--- src/rtl/wwdt_pkg.sv ---
package wwdt_pkg;

   typedef enum logic [1:0] {
      REG_CTRL = 2'd0,
      REG_MODE = 2'd1,
      REG_STAT = 2'd2,
      REG_NONE = 2'd3
   } wwdt_addr_e;

   // mode flag bits, rst_en is the lowest bit of the group
   typedef struct packed {
      logic dbg_halt;
      logic idle_halt;
      logic dis;
      logic irq_en;
      logic rst_en;
   } wwdt_flags_t;

   localparam int FLAG_W = 5;
   localparam int KEY_W = 8;
   localparam logic [KEY_W-1:0] DEF_KEY = 8'hA5;

endpackage

--- src/rtl/wwdt_regs.sv ---
module wwdt_regs
   import wwdt_pkg::*;
#(
   parameter int CNT_W = 12,
   parameter int DATA_W = 32,
   parameter logic [KEY_W-1:0] KEY = DEF_KEY,
   parameter int BLOCK_CYC = 3
) (
   input  logic              clk,
   input  logic              rst_n,
   input  logic              wr_en,
   input  logic [1:0]        addr,
   input  logic [DATA_W-1:0] wdata,
   output logic              restart,
   output logic              ctrl_restart,
   output logic [CNT_W-1:0]  reload_src,
   output logic [CNT_W-1:0]  reload_q,
   output logic [CNT_W-1:0]  win_q,
   output wwdt_flags_t       flags_q
);

   localparam int BW = $clog2(BLOCK_CYC + 1);

   logic [BW-1:0]    blk_q;
   logic             wr_ok;
   logic             mode_hit;
   logic [CNT_W-1:0] wr_reload, wr_win, nxt_reload, nxt_win;
   wwdt_flags_t      wr_flags;

   assign wr_ok        = wr_en && (blk_q == '0);
   assign ctrl_restart = wr_ok && (wwdt_addr_e'(addr) == REG_CTRL) &&
                         (wdata[DATA_W-1 -: KEY_W] == KEY) && wdata[0];
   assign mode_hit     = wr_ok && (wwdt_addr_e'(addr) == REG_MODE);
   assign restart      = ctrl_restart || mode_hit;

   assign wr_reload = wdata[CNT_W-1:0];
   assign wr_win    = wdata[2*CNT_W-1:CNT_W];
   assign wr_flags  = wdata[2*CNT_W +: FLAG_W];

   // timing fields are frozen while the current disable bit is set
   assign nxt_reload = flags_q.dis ? reload_q : wr_reload;
   assign nxt_win    = flags_q.dis ? win_q    : wr_win;
   assign reload_src = mode_hit ? nxt_reload : reload_q;

   always_ff @(posedge clk or negedge rst_n) begin
      if (!rst_n) begin
         reload_q <= '1;
         win_q    <= '1;
         flags_q  <= '{dbg_halt: 1'b0, idle_halt: 1'b0, dis: 1'b1,
                       irq_en: 1'b0, rst_en: 1'b0};
      end else if (mode_hit) begin
         reload_q <= nxt_reload;
         win_q    <= nxt_win;
         flags_q  <= wr_flags;
      end
   end

   always_ff @(posedge clk or negedge rst_n) begin
      if (!rst_n)
         blk_q <= '0;
      else if (restart)
         blk_q <= BW'(BLOCK_CYC);
      else if (blk_q != '0)
         blk_q <= blk_q - BW'(1);
   end

   a_r4_locked_mode: assert property (@(posedge clk) disable iff (!rst_n)
      (blk_q != '0) |=> $stable({flags_q, win_q, reload_q}));
   a_r4_lock_start: assert property (@(posedge clk) disable iff (!rst_n)
      restart |=> (blk_q == BW'(BLOCK_CYC)));
   a_r5_fields_frozen: assert property (@(posedge clk) disable iff (!rst_n)
      flags_q.dis |=> $stable({win_q, reload_q}));

endmodule

--- src/rtl/wwdt_counter.sv ---
module wwdt_counter #(
   parameter int CNT_W = 12
) (
   input  logic             clk,
   input  logic             rst_n,
   input  logic             tick,
   input  logic             idle,
   input  logic             dbg,
   input  logic             dis,
   input  logic             idle_halt,
   input  logic             dbg_halt,
   input  logic             restart,
   input  logic             ctrl_restart,
   input  logic [CNT_W-1:0] reload_src,
   input  logic [CNT_W-1:0] reload_q,
   input  logic [CNT_W-1:0] win_q,
   output logic [CNT_W-1:0] cnt_q,
   output logic             uf_evt,
   output logic             err_evt
);

   logic run;

   assign run     = tick && !dis && !(idle && idle_halt) && !(dbg && dbg_halt);
   assign uf_evt  = run && !restart && (cnt_q == '0);
   assign err_evt = ctrl_restart && !dis && (cnt_q > win_q);

   always_ff @(posedge clk or negedge rst_n) begin
      if (!rst_n)
         cnt_q <= '1;
      else if (restart)
         cnt_q <= reload_src;
      else if (run)
         cnt_q <= (cnt_q == '0) ? reload_q : cnt_q - CNT_W'(1);
   end

   a_r6_step: assert property (@(posedge clk) disable iff (!rst_n)
      (run && !restart && cnt_q != '0) |=> (cnt_q == $past(cnt_q) - CNT_W'(1)));
   a_r5_hold: assert property (@(posedge clk) disable iff (!rst_n)
      (dis && !restart) |=> $stable(cnt_q));
   a_r9_idle_hold: assert property (@(posedge clk) disable iff (!rst_n)
      (idle && idle_halt && !restart) |=> $stable(cnt_q));
   a_r9_dbg_hold: assert property (@(posedge clk) disable iff (!rst_n)
      (dbg && dbg_halt && !restart) |=> $stable(cnt_q));
   a_r2_reload: assert property (@(posedge clk) disable iff (!rst_n)
      restart |=> (cnt_q == $past(reload_src)));

endmodule

--- src/rtl/wwdt_fault.sv ---
module wwdt_fault #(
   parameter bit RST_STICKY = 1'b0
) (
   input  logic clk,
   input  logic rst_n,
   input  logic uf_evt,
   input  logic err_evt,
   input  logic clr,
   input  logic rst_en,
   input  logic irq_en,
   output logic uf_q,
   output logic err_q,
   output logic irq,
   output logic rst_req
);

   logic fault;

   assign fault = uf_evt || err_evt;
   assign irq   = irq_en && (uf_q || err_q);

   // a new event wins over a clear in the same cycle
   always_ff @(posedge clk or negedge rst_n) begin
      if (!rst_n) begin
         uf_q  <= 1'b0;
         err_q <= 1'b0;
      end else begin
         uf_q  <= uf_evt  || (uf_q  && !clr);
         err_q <= err_evt || (err_q && !clr);
      end
   end

   generate
      if (RST_STICKY) begin : g_rst_level
         always_ff @(posedge clk or negedge rst_n) begin
            if (!rst_n) rst_req <= 1'b0;
            else        rst_req <= rst_req || (fault && rst_en);
         end
      end else begin : g_rst_pulse
         always_ff @(posedge clk or negedge rst_n) begin
            if (!rst_n) rst_req <= 1'b0;
            else        rst_req <= fault && rst_en;
         end
         a_r8_rst_cause: assert property (@(posedge clk) disable iff (!rst_n)
            rst_req |-> $past(fault && rst_en));
      end
   endgenerate

   a_r8_flag_held: assert property (@(posedge clk) disable iff (!rst_n)
      (irq && !clr) |=> (uf_q || err_q));
   a_r8_clear: assert property (@(posedge clk) disable iff (!rst_n)
      (clr && !fault) |=> (!uf_q && !err_q));
   a_r7_err_set: assert property (@(posedge clk) disable iff (!rst_n)
      err_evt |=> err_q);

endmodule

--- src/rtl/windowed_watchdog.sv ---
module windowed_watchdog
   import wwdt_pkg::*;
#(
   parameter int CNT_W = 12,
   parameter int DATA_W = 32,
   parameter logic [KEY_W-1:0] KEY = DEF_KEY,
   parameter int BLOCK_CYC = 3,
   parameter bit RST_STICKY = 1'b0
) (
   input  logic              clk,
   input  logic              rst_n,
   input  logic              tick,
   input  logic              idle,
   input  logic              dbg,
   input  logic              wr_en,
   input  logic              rd_en,
   input  logic [1:0]        addr,
   input  logic [DATA_W-1:0] wdata,
   output logic [DATA_W-1:0] rdata,
   output logic              rst_req,
   output logic              irq
);

   localparam int MODE_PAD = DATA_W - 2*CNT_W - FLAG_W;
   localparam int STAT_PAD = DATA_W - CNT_W - 2;

   generate
      if (CNT_W < 2) begin : g_bad_cnt
         $error("CNT_W too small");
      end
      if (MODE_PAD < 1 || DATA_W < KEY_W + 1) begin : g_bad_data
         $error("DATA_W cannot hold the mode or control layout");
      end
      if (BLOCK_CYC < 1) begin : g_bad_block
         $error("BLOCK_CYC must be at least 1");
      end
   endgenerate

   logic             restart, ctrl_restart;
   logic [CNT_W-1:0] reload_src, reload_q, win_q, cnt_q;
   wwdt_flags_t      flags_q;
   logic             uf_evt, err_evt, uf_q, err_q, stat_clr;

   wwdt_regs #(
      .CNT_W(CNT_W), .DATA_W(DATA_W), .KEY(KEY), .BLOCK_CYC(BLOCK_CYC)
   ) u_regs (
      .clk(clk), .rst_n(rst_n), .wr_en(wr_en), .addr(addr), .wdata(wdata),
      .restart(restart), .ctrl_restart(ctrl_restart), .reload_src(reload_src),
      .reload_q(reload_q), .win_q(win_q), .flags_q(flags_q)
   );

   wwdt_counter #(.CNT_W(CNT_W)) u_cnt (
      .clk(clk), .rst_n(rst_n), .tick(tick), .idle(idle), .dbg(dbg),
      .dis(flags_q.dis), .idle_halt(flags_q.idle_halt),
      .dbg_halt(flags_q.dbg_halt), .restart(restart),
      .ctrl_restart(ctrl_restart), .reload_src(reload_src),
      .reload_q(reload_q), .win_q(win_q), .cnt_q(cnt_q),
      .uf_evt(uf_evt), .err_evt(err_evt)
   );

   assign stat_clr = rd_en && (wwdt_addr_e'(addr) == REG_STAT);

   wwdt_fault #(.RST_STICKY(RST_STICKY)) u_fault (
      .clk(clk), .rst_n(rst_n), .uf_evt(uf_evt), .err_evt(err_evt),
      .clr(stat_clr), .rst_en(flags_q.rst_en), .irq_en(flags_q.irq_en),
      .uf_q(uf_q), .err_q(err_q), .irq(irq), .rst_req(rst_req)
   );

   always_comb begin
      case (wwdt_addr_e'(addr))
         REG_MODE: rdata = {{MODE_PAD{1'b0}}, flags_q, win_q, reload_q};
         REG_STAT: rdata = {cnt_q, {STAT_PAD{1'b0}}, err_q, uf_q};
         default:  rdata = '0;
      endcase
   end

   a_r8_irq_needs_enable: assert property (@(posedge clk) disable iff (!rst_n)
      irq |-> flags_q.irq_en);

endmodule

--- config.mk ---
export PLATFORM = sky130hd
export DESIGN_NAME = windowed_watchdog
export DESIGN_NICKNAME = d
export VERILOG_FILES = /design/src/rtl/wwdt_pkg.sv /design/src/rtl/wwdt_regs.sv /design/src/rtl/wwdt_counter.sv /design/src/rtl/wwdt_fault.sv /design/src/rtl/windowed_watchdog.sv
export SDC_FILE = /design/constraint.sdc
export NUM_CORES = 1
export LEC_CHECK = 0
export BUFFER_PORTS_ARGS = -buffer_cell sky130_fd_sc_hd__buf_2
export CAP_MARGIN = 20
export CORE_MARGIN = 1.5
export CORE_UTILIZATION = 40
export CTS_CLUSTER_SIZE = 30
export DETAILED_ROUTE_END_ITERATION = 8
export PLACE_DENSITY = 0.6
export SLEW_MARGIN = 20
export SYNTH_ARGS = -nofsm -noshare
export SYNTH_HDL_FRONTEND = slang
export SYNTH_SLANG_ARGS = --single-unit
--- constraint.sdc ---
create_clock -name clk -period 3 [get_ports clk]
set_input_delay 0.15 -clock clk [delete_from_list [all_inputs] [get_ports clk]]
set_output_delay 0.15 -clock clk [all_outputs]
set_load 0.05 [all_outputs]
==> impl_metrics.yaml, run 1 <==
run_status:
  status: "finished, final reports clean"
floorplan:
  coreArea_sq_um: 6944
  dieArea_sq_um: 7835
  die_w_um: 88.52
  ioPinCount: 75
  die_h_um: 88.52
  row_count: 30
  initial_core_util_pct: 42.13
power_and_ir_drop:
  p_seq_share_pct: 42.9
  power_switching_w: 0.001232
  combPwrFrac_pct: 39.4
  swShare_pct: 38.42
  ir_drop_mv: 0.3439
  powerDensity_nw_per_um2: 905.1
  p_leak_nw: 1.723
  p_clk_share_pct: 17.7
  p_int_w: 0.001975
critical_path:
  r2r_cells: 7
  cp.arrival_ps: 2480
  crit_slowest_cell: "and4b_1"
  cp_max_fo: 9
  crit_required_ps: 3250
  critPathKind: "register to register"
  path_cells: "inv_1 -> ha_1 -> nor4b_2 -> and4b_1 -> nor3_1 -> a2111oi_4 -> a21o_1"
  endpoint_kind: "register"
  cpPeakStageDelay_ps: 490
  start_kind: "register"
yosys:
  syn_area_sq_um: 2925
  ys_top_cells_by_area: "dfstp_2 33%, mux2_2 12%, dfrtp_1 7.7%"
  postSynthAreaPerCell_sq_um: 10.34
  synth_warnings: 0
  synthFlopType: "dfstp_2"
  ys_ff_latch: 46
  synth_xor_area_share_pct: 0.5988
  synth.area.mux_share_pct: 11.89
  syn_nets: 342
  ys_types: 50
  yosysTopAreaCellShare_pct: 33.23
  synth_fa_ha_area_share_pct: 7.699
  synth_cells: 283
  async_flop_share_pct: 100.0
  synth_edf_count: 0
  synth_top_family_by_area: "simple AND/OR/NAND/NOR gates"
  yosys.area_share.simple_pct: 17.54
  ys_seq_area_share_pct: 40.93
  synth_top_area_cell: "dfstp_2"
  synth-compound-area-share_pct: 15.91
clocking:
  cts.sinks: 46
  hold_buffers: 0
  cts_max_level: 2
  insertion_delay_ps: 300
  clkTransAtPathRegs_ps: 90
  cts_made_buffers: 5
  cts_setup_buffers: 0
  cts_tree: "done"
  root_buffer: "clkbuf_8"
  cts_resized: 0
  clk_path_buf_depth: 2
finish:
  fillCellCount: 653
  multi_input_comb_area_sq_um: 1569
  final_nets: 416
  antenna-diode-count: 0
  regArea_sq_um: 1197
  syn_to_final_growth_pct: 21.13
  drive_gt1_share_pct: 45.53
route:
  routedWlPerCell_um: 17.03
  drt_first_iter_violations: 91
  dr_total_vias: 2484
  drc_errors: 0
  vias_per_cell: 5.471
  wirelength_mm: 7.730
  drt-pass1-iter-count: 4
  postRouteAntennaNets: 0
grt:
  grt_use_total_pct: 20.77
  grt_pass1_vias: 2450
  antenna_found_initial: 0
  grt_overflow_total: 0
  grt_pass1_wl_mm: 12.34
  grt_max_degree: 47
timing:
  clock_skew_ps: 6.332
  setup_viol: 0
  rsz0062_at_grt: "no"
  fmax_ghz: 0.4487
  period_share_pct: 74.29
  maxSlewViolCount: 0
  finalCriticalPeriod_ps: 2229
  tns_ps: 0
  worstMarginPinSlew_ps: 635.8
  slew-limit-headroom_pct: 57.50
  layout_setup_ws_ps: 771.3
  hold_viol: 0
placement:
  dp_slack_ps: 791.2
  hpwl_mm: 5.819
  portBuffers: 74
  routabilityCongestion: 0.8488
worst_hold_path:
  hold_depth: 2
  hold_path_class: "input pin to register"
flow_run:
  cap_violations: 0
-- through the flow --
| step | power [W] | utilization (%) | hold WS [ps] | cell area [sq um] | std cells |
|---|---|---|---|---|---|
| floorplan | 0.002234 | - | -145.6 | 2925 | 283 |
| global placement | 0.002608 | 48.79 | 380.3 | 3388 | 445 |
| detailed placement | 0.002648 | 48.79 | 375.4 | 3388 | 445 |
| CTS | 0.003225 | 50.85 | 54.82 | 3531 | 453 |
| global route | 0.003439 | 51.03 | 78.31 | 3543 | 454 |
| finish | 0.003207 | 51.03 | 79.16 | 3543 | 454 |
-- metal layers --
metal	wire, um	track usage (%)	vias to the layer above
met4	127	5.540	0
met5	0	0	-
met1	3474	27.46	1225
met3	234	3.172	11
li1	-	-	1190
met2	3893	35.60	58
-- cell usage in the layout, fill, tap and decap left out, types with 10 or more instances in the layout --
master / instances
a21oi_1: 15
ha_1: 18
mux2_2: 30
nor2_1: 16
a22o_1: 10
buf_2: 73
dfstp_2: 37
inv_1: 19
and3_1: 20
nand2_1: 10
-- flip-flops by register name (all words and copies together) (netlist names) --
| name | cells |
|---|---|
| u_regs.win_q | 12 |
| u_fault.uf_q | 1 |
| u_fault.rst_req | 1 |
| u_regs.reload_q | 12 |
| u_cnt.cnt_q | 12 |
| u_regs.blk_q | 2 |
| u_regs.flags_q | 5 |
| u_fault.err_q | 1 |
-- layout make-up --
type / count / area share [%]
Multi-Input combinational cell: 202 / 44.28
Sequential cell: 46 / 33.79
Timing Repair Buffer: 83 / 12.50
Tap cell: 96 / 3.390
Clock buffer: 6 / 2.331
Inverter: 19 / 2.013
Clock inverter: 2 / 1.695
-- power by group through the flow --
| stage | Sequential [W] | Clock (W) | Combinational (W) |
|---|---|---|---|
| finish | 0.00138 | 0.000568 | 0.00126 |
| CTS | 0.00138 | 0.000579 | 0.00127 |
| global placement | 0.00138 | 0 | 0.00123 |
| detailed placement | 0.00139 | 0 | 0.00126 |
| global route | 0.00142 | 0.000600 | 0.00141 |
| floorplan | 0.00125 | 0 | 0.000982 |
-- Yosys cell counts (all sizes together), types with 4 or more instances --
cell type	n
clkbuf	9
a21o	4
and2	5
inv	19
ha	18
a2bb2oi	4
nand3	5
nand2	10
a22o	11
o21a	4
and3	21
nor3	6
nand4	4
a21oi	15
nor2	16
buf	7
o211ai	4
o21ai	6
dfrtp	9
dfstp	37
mux2	30
nor4	5
-- critical path, delay by kind of cell, from the launching register on --
kind / cells / cell delay (ps)
AO/OA/AOI/OAI: 2 / 440
adder cells (fa/ha/maj): 1 / 160
buffers and inverters: 1 / 140
flip-flops: 1 / 390
AND/OR/NAND/NOR: 3 / 1040
-- logic make-up (layout without fill, tap and decap cells) --
group,count (synthesis),count (layout)
compound gates,63,63
xor+xnor,2,2
fa+ha+maj,18,18
buf+inv,35,110
flops,46,46
mux,31,31
simple gates,88,88
-- path summary, 6_finish.rpt --
path	start	end	slack (ps)
worst max-delay path	u_cnt.cnt_q[0]	u_cnt.cnt_q[7]	770
max in group asynchronous	rst_n	u_regs.win_q[11]	2220
worst min-delay path	wdata[16]	u_regs.win_q[4]	80
worst max register to register	u_cnt.cnt_q[0]	u_cnt.cnt_q[7]	770
min in group asynchronous	rst_n	u_fault.rst_req	380
worst min register to register	u_regs.blk_q[1]	u_regs.blk_q[1]	510
No activity file was read; power rests on OpenSTA's default activity.
==> run 2: changes to the inputs <==
ABC_AREA = 1   (was default)
PLACE_DENSITY = 0.62   (was 0.6)
clock period = 1.8 ns   (was 3 ns; I/O delays follow)
==> run 2 against run 1 <==
Compared with the run above: critical path depth shrank 4; clock power grew 18%; via count grew 27%; cell area grew 15%; non-clock buffer count grew 28; power grew 82%; count of clock-buffer cells in the layout is the same; final cell count grew 43%; sequential power grew 59%; synthesized area grew 10%; hold slack lost 75 ps; sequential cell count is the same.
==> impl_metrics.yaml, run 2 <==
run_status:
  status: "finished, final reports clean"
power_and_ir_drop:
  swShare_pct: 46.03
  ir_drop_mv: 0.7055
  combPwrFrac_pct: 50.8
  p_leak_nw: 2.259
  p_seq_share_pct: 37.7
  p_int_w: 0.003150
  powerDensity_nw_per_um2: 1428
  p_clk_share_pct: 11.5
  power_switching_w: 0.002687
yosys:
  synth_edf_count: 0
  synth_cells: 441
  syn_area_sq_um: 3228
  synth_warnings: 0
  synth_top_family_by_area: "simple AND/OR/NAND/NOR gates"
  yosysTopAreaCellShare_pct: 30.12
  ys_types: 29
  synthTopCellsByCount: "121 x nand2_1, 68 x inv_1, 46 x nor2_1"
  synth_fa_ha_area_share_pct: 6.977
  postSynthAreaPerCell_sq_um: 7.320
  ys_seq_area_share_pct: 37.09
  synth-compound-area-share_pct: 10.58
  yosysMostFrequentCell: "nand2_1"
  ys_top_cells_by_area: "dfstp_2 30%, nand2_1 14%, inv_1 7.9%"
  syn_nets: 500
  ys_ff_latch: 46
  synth_top_area_cell: "dfstp_2"
  synthFlopType: "dfstp_2"
  synth_xor_area_share_pct: 0.8140
  synth.area.mux_share_pct: 0
  async_flop_share_pct: 100.0
  yosys.area_share.simple_pct: 32.25
floorplan:
  die_h_um: 92.84
  row_count: 32
  coreArea_sq_um: 7767
  ioPinCount: 75
  dieArea_sq_um: 8618
  initial_core_util_pct: 41.56
  die_w_um: 92.84
finish:
  antenna-diode-count: 0
  drive_gt1_share_pct: 32.91
  fillCellCount: 791
  multi_input_comb_area_sq_um: 1649
  reg_top3: "u_cnt.cnt_q (12), u_regs.reload_q (12), u_regs.win_q (12)"
  stdcell_count: 649
  syn_to_final_growth_pct: 26.63
  mostFrequentLayoutCells: "121 x nand2_1, 74 x buf_2, 68 x inv_1"
  layout_commonest_cell: "nand2_1"
  regArea_sq_um: 1197
  final_nets: 605
grt:
  grt_pass1_wl_mm: 14.57
  antenna_found_initial: 0
  grt_overflow_total: 0
  grt_pass1_vias: 3137
  grt_max_degree: 21
  grt_use_total_pct: 21.38
timing:
  tns_ps: 0
  rsz0062_at_grt: "no"
  period_share_pct: 93.24
  setup_viol: 0
  fmax_ghz: 0.5958
  maxSlewViolCount: 0
  worstMarginPinSlew_ps: 440.8
  finalCriticalPeriod_ps: 1678
  hold_viol: 0
  slew-limit-headroom_pct: 70.55
  clock_skew_ps: 10.80
clocking:
  insertion_delay_ps: 310
  cts_max_level: 2
  clkTransAtPathRegs_ps: 90
  cts_made_buffers: 5
  cts_tree: "done"
  clk_path_buf_depth: 2
  cts.sinks: 46
  root_buffer: "clkbuf_8"
critical_path:
  crit_required_ps: 1710
  endpoint_kind: "primary output"
  r2r-start: "u_regs.blk_q[0]"
  r2r_cells: 13
  cp.arrival_ps: 1590
  crit_end: "rdata[26]"
  r2r_slack_ps: 150
  cpPeakStageDelay_ps: 610
  r2r_end: "u_cnt.cnt_q[10]"
  crit_slowest_cell: "dfstp_2"
  start_kind: "register"
  cp_max_fo: 4
  critPathKind: "register to primary output"
  path_cells: "inv_1 -> o22ai_1 -> buf_2"
  startpoint: "u_regs.flags_q[2]"
placement:
  routabilityCongestion: 0.9182
  place_inst: 618
  hpwl_mm: 6.629
  portBuffers: 74
route:
  wirelength_mm: 8.828
  vias_per_cell: 4.858
  postRouteAntennaNets: 0
  drt_first_iter_violations: 120
  routedWlPerCell_um: 13.60
  dr_total_vias: 3153
  drt-pass1-iter-count: 4
  drc_errors: 0
worst_hold_path:
  hold_path_class: "input pin to register"
flow_run:
  cap_violations: 0
## run 2: changes by cell type in the layout (fill, tap and decap cells not counted), moves of 12 or more
cell           delta
and3_1           -20
mux2_2           -30
nand3_1          +28
o21ai_0          +18
inv_1            +49
nand2_1         +111
dlygate4sd3_1    +17
nor2_1           +29
o21ai_2          +12
## run 2: logic make-up after synthesis
group                      Yosys count
xor gates and xnor gates             3
adders and majority gates           18
and+or+nand+nor                    231
AOI/OAI and AO/OA                   56
buffers and inverters               87
DFF                                 46
## run 2: per-stage QoR
stage	setup slack (ps)	hold WS, ps	area (sq um)	util [%]	total power, W
2_1_floorplan	19.56	-205.6	3228	-	0.004284
3_3_place_gp	176.0	62.39	3725	47.95	0.004991
3_5_place_dp	130.6	63.50	3725	47.95	0.005064
4_1_cts	107.9	1.089	3980	51.24	0.005794
5_1_grt	6.634	1.187	4088	52.63	0.006410
6_report	121.6	4.632	4088	52.63	0.005836
## run 2: metal layers
layer  track usage (%)  vias to the layer above  part of all wire, %
met3             4.926                       11                  3.9
met5                 0                        -                    0
met1             28.18                     1469                   47
met2             35.46                       74                   47
li1                  -                     1599                    -
met4             4.924                        0                  1.3
## run 2: worst min path at each step
| stage | startpoint | endpoint | cells after the start |
|---|---|---|---|
| 2_1_floorplan | rst_n | u_fault.err_q | 0 |
| 3_3_place_gp | rst_n | u_regs.flags_q[1] | 1 |
| 3_5_place_dp | rst_n | u_fault.err_q | 1 |
| 4_1_cts | wdata[19] | u_regs.win_q[7] | 3 |
| 5_1_grt | wdata[19] | u_regs.win_q[7] | 3 |
| 6_report | wdata[1] | u_regs.reload_q[1] | 3 |
## run 2: cell type report
| class | instances | area share [%] |
|---|---|---|
| multi-input combinational | 308 | 40.34 |
| tap | 102 | 3.122 |
| clock inverter | 2 | 0.3061 |
| clock buffer | 6 | 2.020 |
| timing repair buffer | 111 | 18.12 |
| inverter | 74 | 6.795 |
| sequential | 46 | 29.29 |
## run 2: power groups by stage
stage	Combinational [W]	Clock (W)	Sequential [W]
4_1_cts	0.00290	0.000701	0.00219
5_1_grt	0.00340	0.000746	0.00226
3_3_place_gp	0.00280	0	0.00219
6_report	0.00296	0.000672	0.00220
3_5_place_dp	0.00286	0	0.00220
2_1_floorplan	0.00222	0	0.00206
## run 2: timing repair
action / 4_1_cts / 5_1_grt
setup buffers: 0 / 3
hold buffers: 16 / 2
endpoints found under the setup margin: 0 / 12
gates resized for setup: 0 / 3
hold endpoints to repair: 20 / 2
## run 2: worst max-delay path: cells and delay by family, from the launching register on
kind,cells,cell delay [ps]
AO/OA/AOI/OAI,1,230
flip-flops,1,610
buffers and inverters,2,440
==> run 3: changes to the inputs <==
PLACE_DENSITY = 0.71   (was 0.62)
==> run 3 against run 2 <==
Compared with the run above: the run now ends with hold timing left; power is essentially flat; critical path depth grew 8; routed wire length grew 1.6%; sequential share of layout area grew 0.46 points; first-iteration DRC count grew 59%; clock skew shrank 7.4 ps; global-route usage shrank 0.38 points; final cell count shrank 1.5%; largest power group unchanged; critical path type is now register to register; non-clock buffer count shrank 10; sequential cell count is the same; clock power is essentially flat.
==> impl_metrics.yaml, run 3 (same netlist as run 2, synthesis figures left out) <==
route:
  drt-pass1-iter-count: 4
  wirelength_mm: 8.969
  drc_errors: 0
  routedWlPerCell_um: 14.04
  drt_first_iter_violations: 191
  postRouteAntennaNets: 0
  vias_per_cell: 4.945
  dr_total_vias: 3160
finish:
  reg_top3: "u_cnt.cnt_q (12), u_regs.reload_q (12), u_regs.win_q (12)"
  syn_to_final_growth_pct: 24.69
  antenna-diode-count: 0
  final_nets: 595
  final_area_sq_um: 4025
  multi_input_comb_area_sq_um: 1655
  regArea_sq_um: 1197
  layout_commonest_cell: "nand2_1"
  drive_gt1_share_pct: 32.96
  stdcell_count: 639
  fillCellCount: 792
  mostFrequentLayoutCells: "121 x nand2_1, 74 x buf_2, 67 x inv_1"
power_and_ir_drop:
  ir_drop_mv: 0.4274
  p_total_w: 0.005836
  p_leak_nw: 2.217
  powerDensity_nw_per_um2: 1450
critical_path:
  path_cells: "inv_1 -> ha_4 -> nand2_2 -> inv_2 -> nand2_8 -> nor2_8 -> clkbuf_16 -> nand2_1 -> o21ai_2 -> nand2_1 -> nand3_1"
  r2r_slack_ps: 120
  critPathBufInv: 3
  cp_top_family: "simple AND/OR/NAND/NOR gates"
  crit_slowest_cell: "dfrtp_1"
  cp_common_cell: "nand2_1"
  cpPeakStageDelay_ps: 380
  r2r-start: "u_regs.blk_q[1]"
  endpoint_kind: "register"
  startpoint: "u_regs.blk_q[1]"
  critPathKind: "register to register"
  start_kind: "register"
  r2r_cells: 11
  cp_max_fo: 11
  cp.arrival_ps: 1920
  crit_required_ps: 2050
  cp.depth: 11
grt:
  grt_max_degree: 36
  grt_use_total_pct: 21.00
  grt_overflow_total: 0
  grt_pass1_vias: 3127
  grt_pass1_wl_mm: 14.35
  antenna_found_initial: 0
timing:
  tns_ps: 0
  worstMarginPinSlew_ps: 482.3
  hold_viol: 2
  hold_slack_ps: -1.910
  clock_skew_ps: 3.448
  layout_setup_ws_ps: 121.5
  slew-limit-headroom_pct: 67.85
  rsz0062_at_grt: "no"
  maxSlewViolCount: 0
  fmax_ghz: 0.5958
  setup_viol: 0
  finalCriticalPeriod_ps: 1678
  period_share_pct: 93.25
placement:
  routabilityCongestion: 0.9475
  hpwl_mm: 6.480
  portBuffers: 74
  place_inst: 618
  dp_slack_ps: 113.6
  dpl-instance-area_sq_um: 3737
run_status:
  violations: "hold timing"
  status: "finished with violations"
clocking:
  root_buffer: "clkbuf_8"
  insertion_delay_ps: 300
  cts_tree: "done"
  cts.sinks: 46
  cts_setup_buffers: 0
  clk_path_buf_depth: 2
  clkTransAtPathRegs_ps: 90
  cts_max_level: 2
  cts_made_buffers: 5
floorplan:
  dieArea_sq_um: 8618
  ioPinCount: 75
  initial_core_util_pct: 41.56
  row_count: 32
  die_w_um: 92.84
  die_h_um: 92.84
  coreArea_sq_um: 7767
worst_hold_path:
  min_from: "wdata[17]"
  hold_depth: 3
  hold_path_class: "input pin to register"
flow_run:
  cap_violations: 0
run 3: what timing repair did:
| action | CTS | global route |
|---|---|---|
| endpoints found under the hold margin | 16 | 1 |
| hold buffers | 9 | 1 |
| endpoints found under the setup margin | 0 | 15 |
| resized for setup | 0 | 5 |
run 3: where the power goes:
group          switching (W)  total [W]  internal, W
clock network       0.000359   0.000670     0.000311
logic                0.00193    0.00297      0.00103
registers           0.000405    0.00220      0.00180
total                0.00270    0.00584      0.00314
run 3: final cells by class:
type                            instances  share of cell area, %
Clock inverter                          1                 0.1243
Sequential cell                        46                  29.75
Multi-Input combinational cell        308                  41.13
Tap cell                              102                  3.171
Inverter                               74                  6.901
Clock buffer                            7                  2.145
Timing Repair Buffer                  101                  16.79
run 3: worst paths after layout:
check                                     end
setup / recovery               u_cnt.cnt_q[1]
hold / removal                u_regs.win_q[5]
setup reg to reg               u_cnt.cnt_q[1]
hold reg to reg             u_regs.flags_q[1]
max in group asynchronous  u_regs.reload_q[7]
min in group asynchronous       u_fault.err_q
run 3: worst register-to-register path, delay by kind of cell, from the launching register on:
kind	cells	cell delay [ps]
buf+inv	3	410
flops	1	380
fa+ha+maj	1	150
compound gates	1	80
simple gates	6	610
run 3: layer usage:
| metal | vias up | GRT usage [%] | part of all wire (%) |
|---|---|---|---|
| li1 | 1577 | - | - |
| met1 | 1458 | 27.08 | 45 |
| met2 | 102 | 34.00 | 47 |
| met3 | 23 | 4.023 | 5.5 |
| met4 | 0 | 9.217 | 2.8 |
| met5 | - | 0 | 0 |
run 3: stage by stage:
stage	hold slack (ps)	util (%)
floorplan	-205.6	-
global placement	73.61	48.12
detailed placement	75.14	48.12
CTS	0.6649	50.45
global route	0.6065	51.82
finish	-1.910	51.82
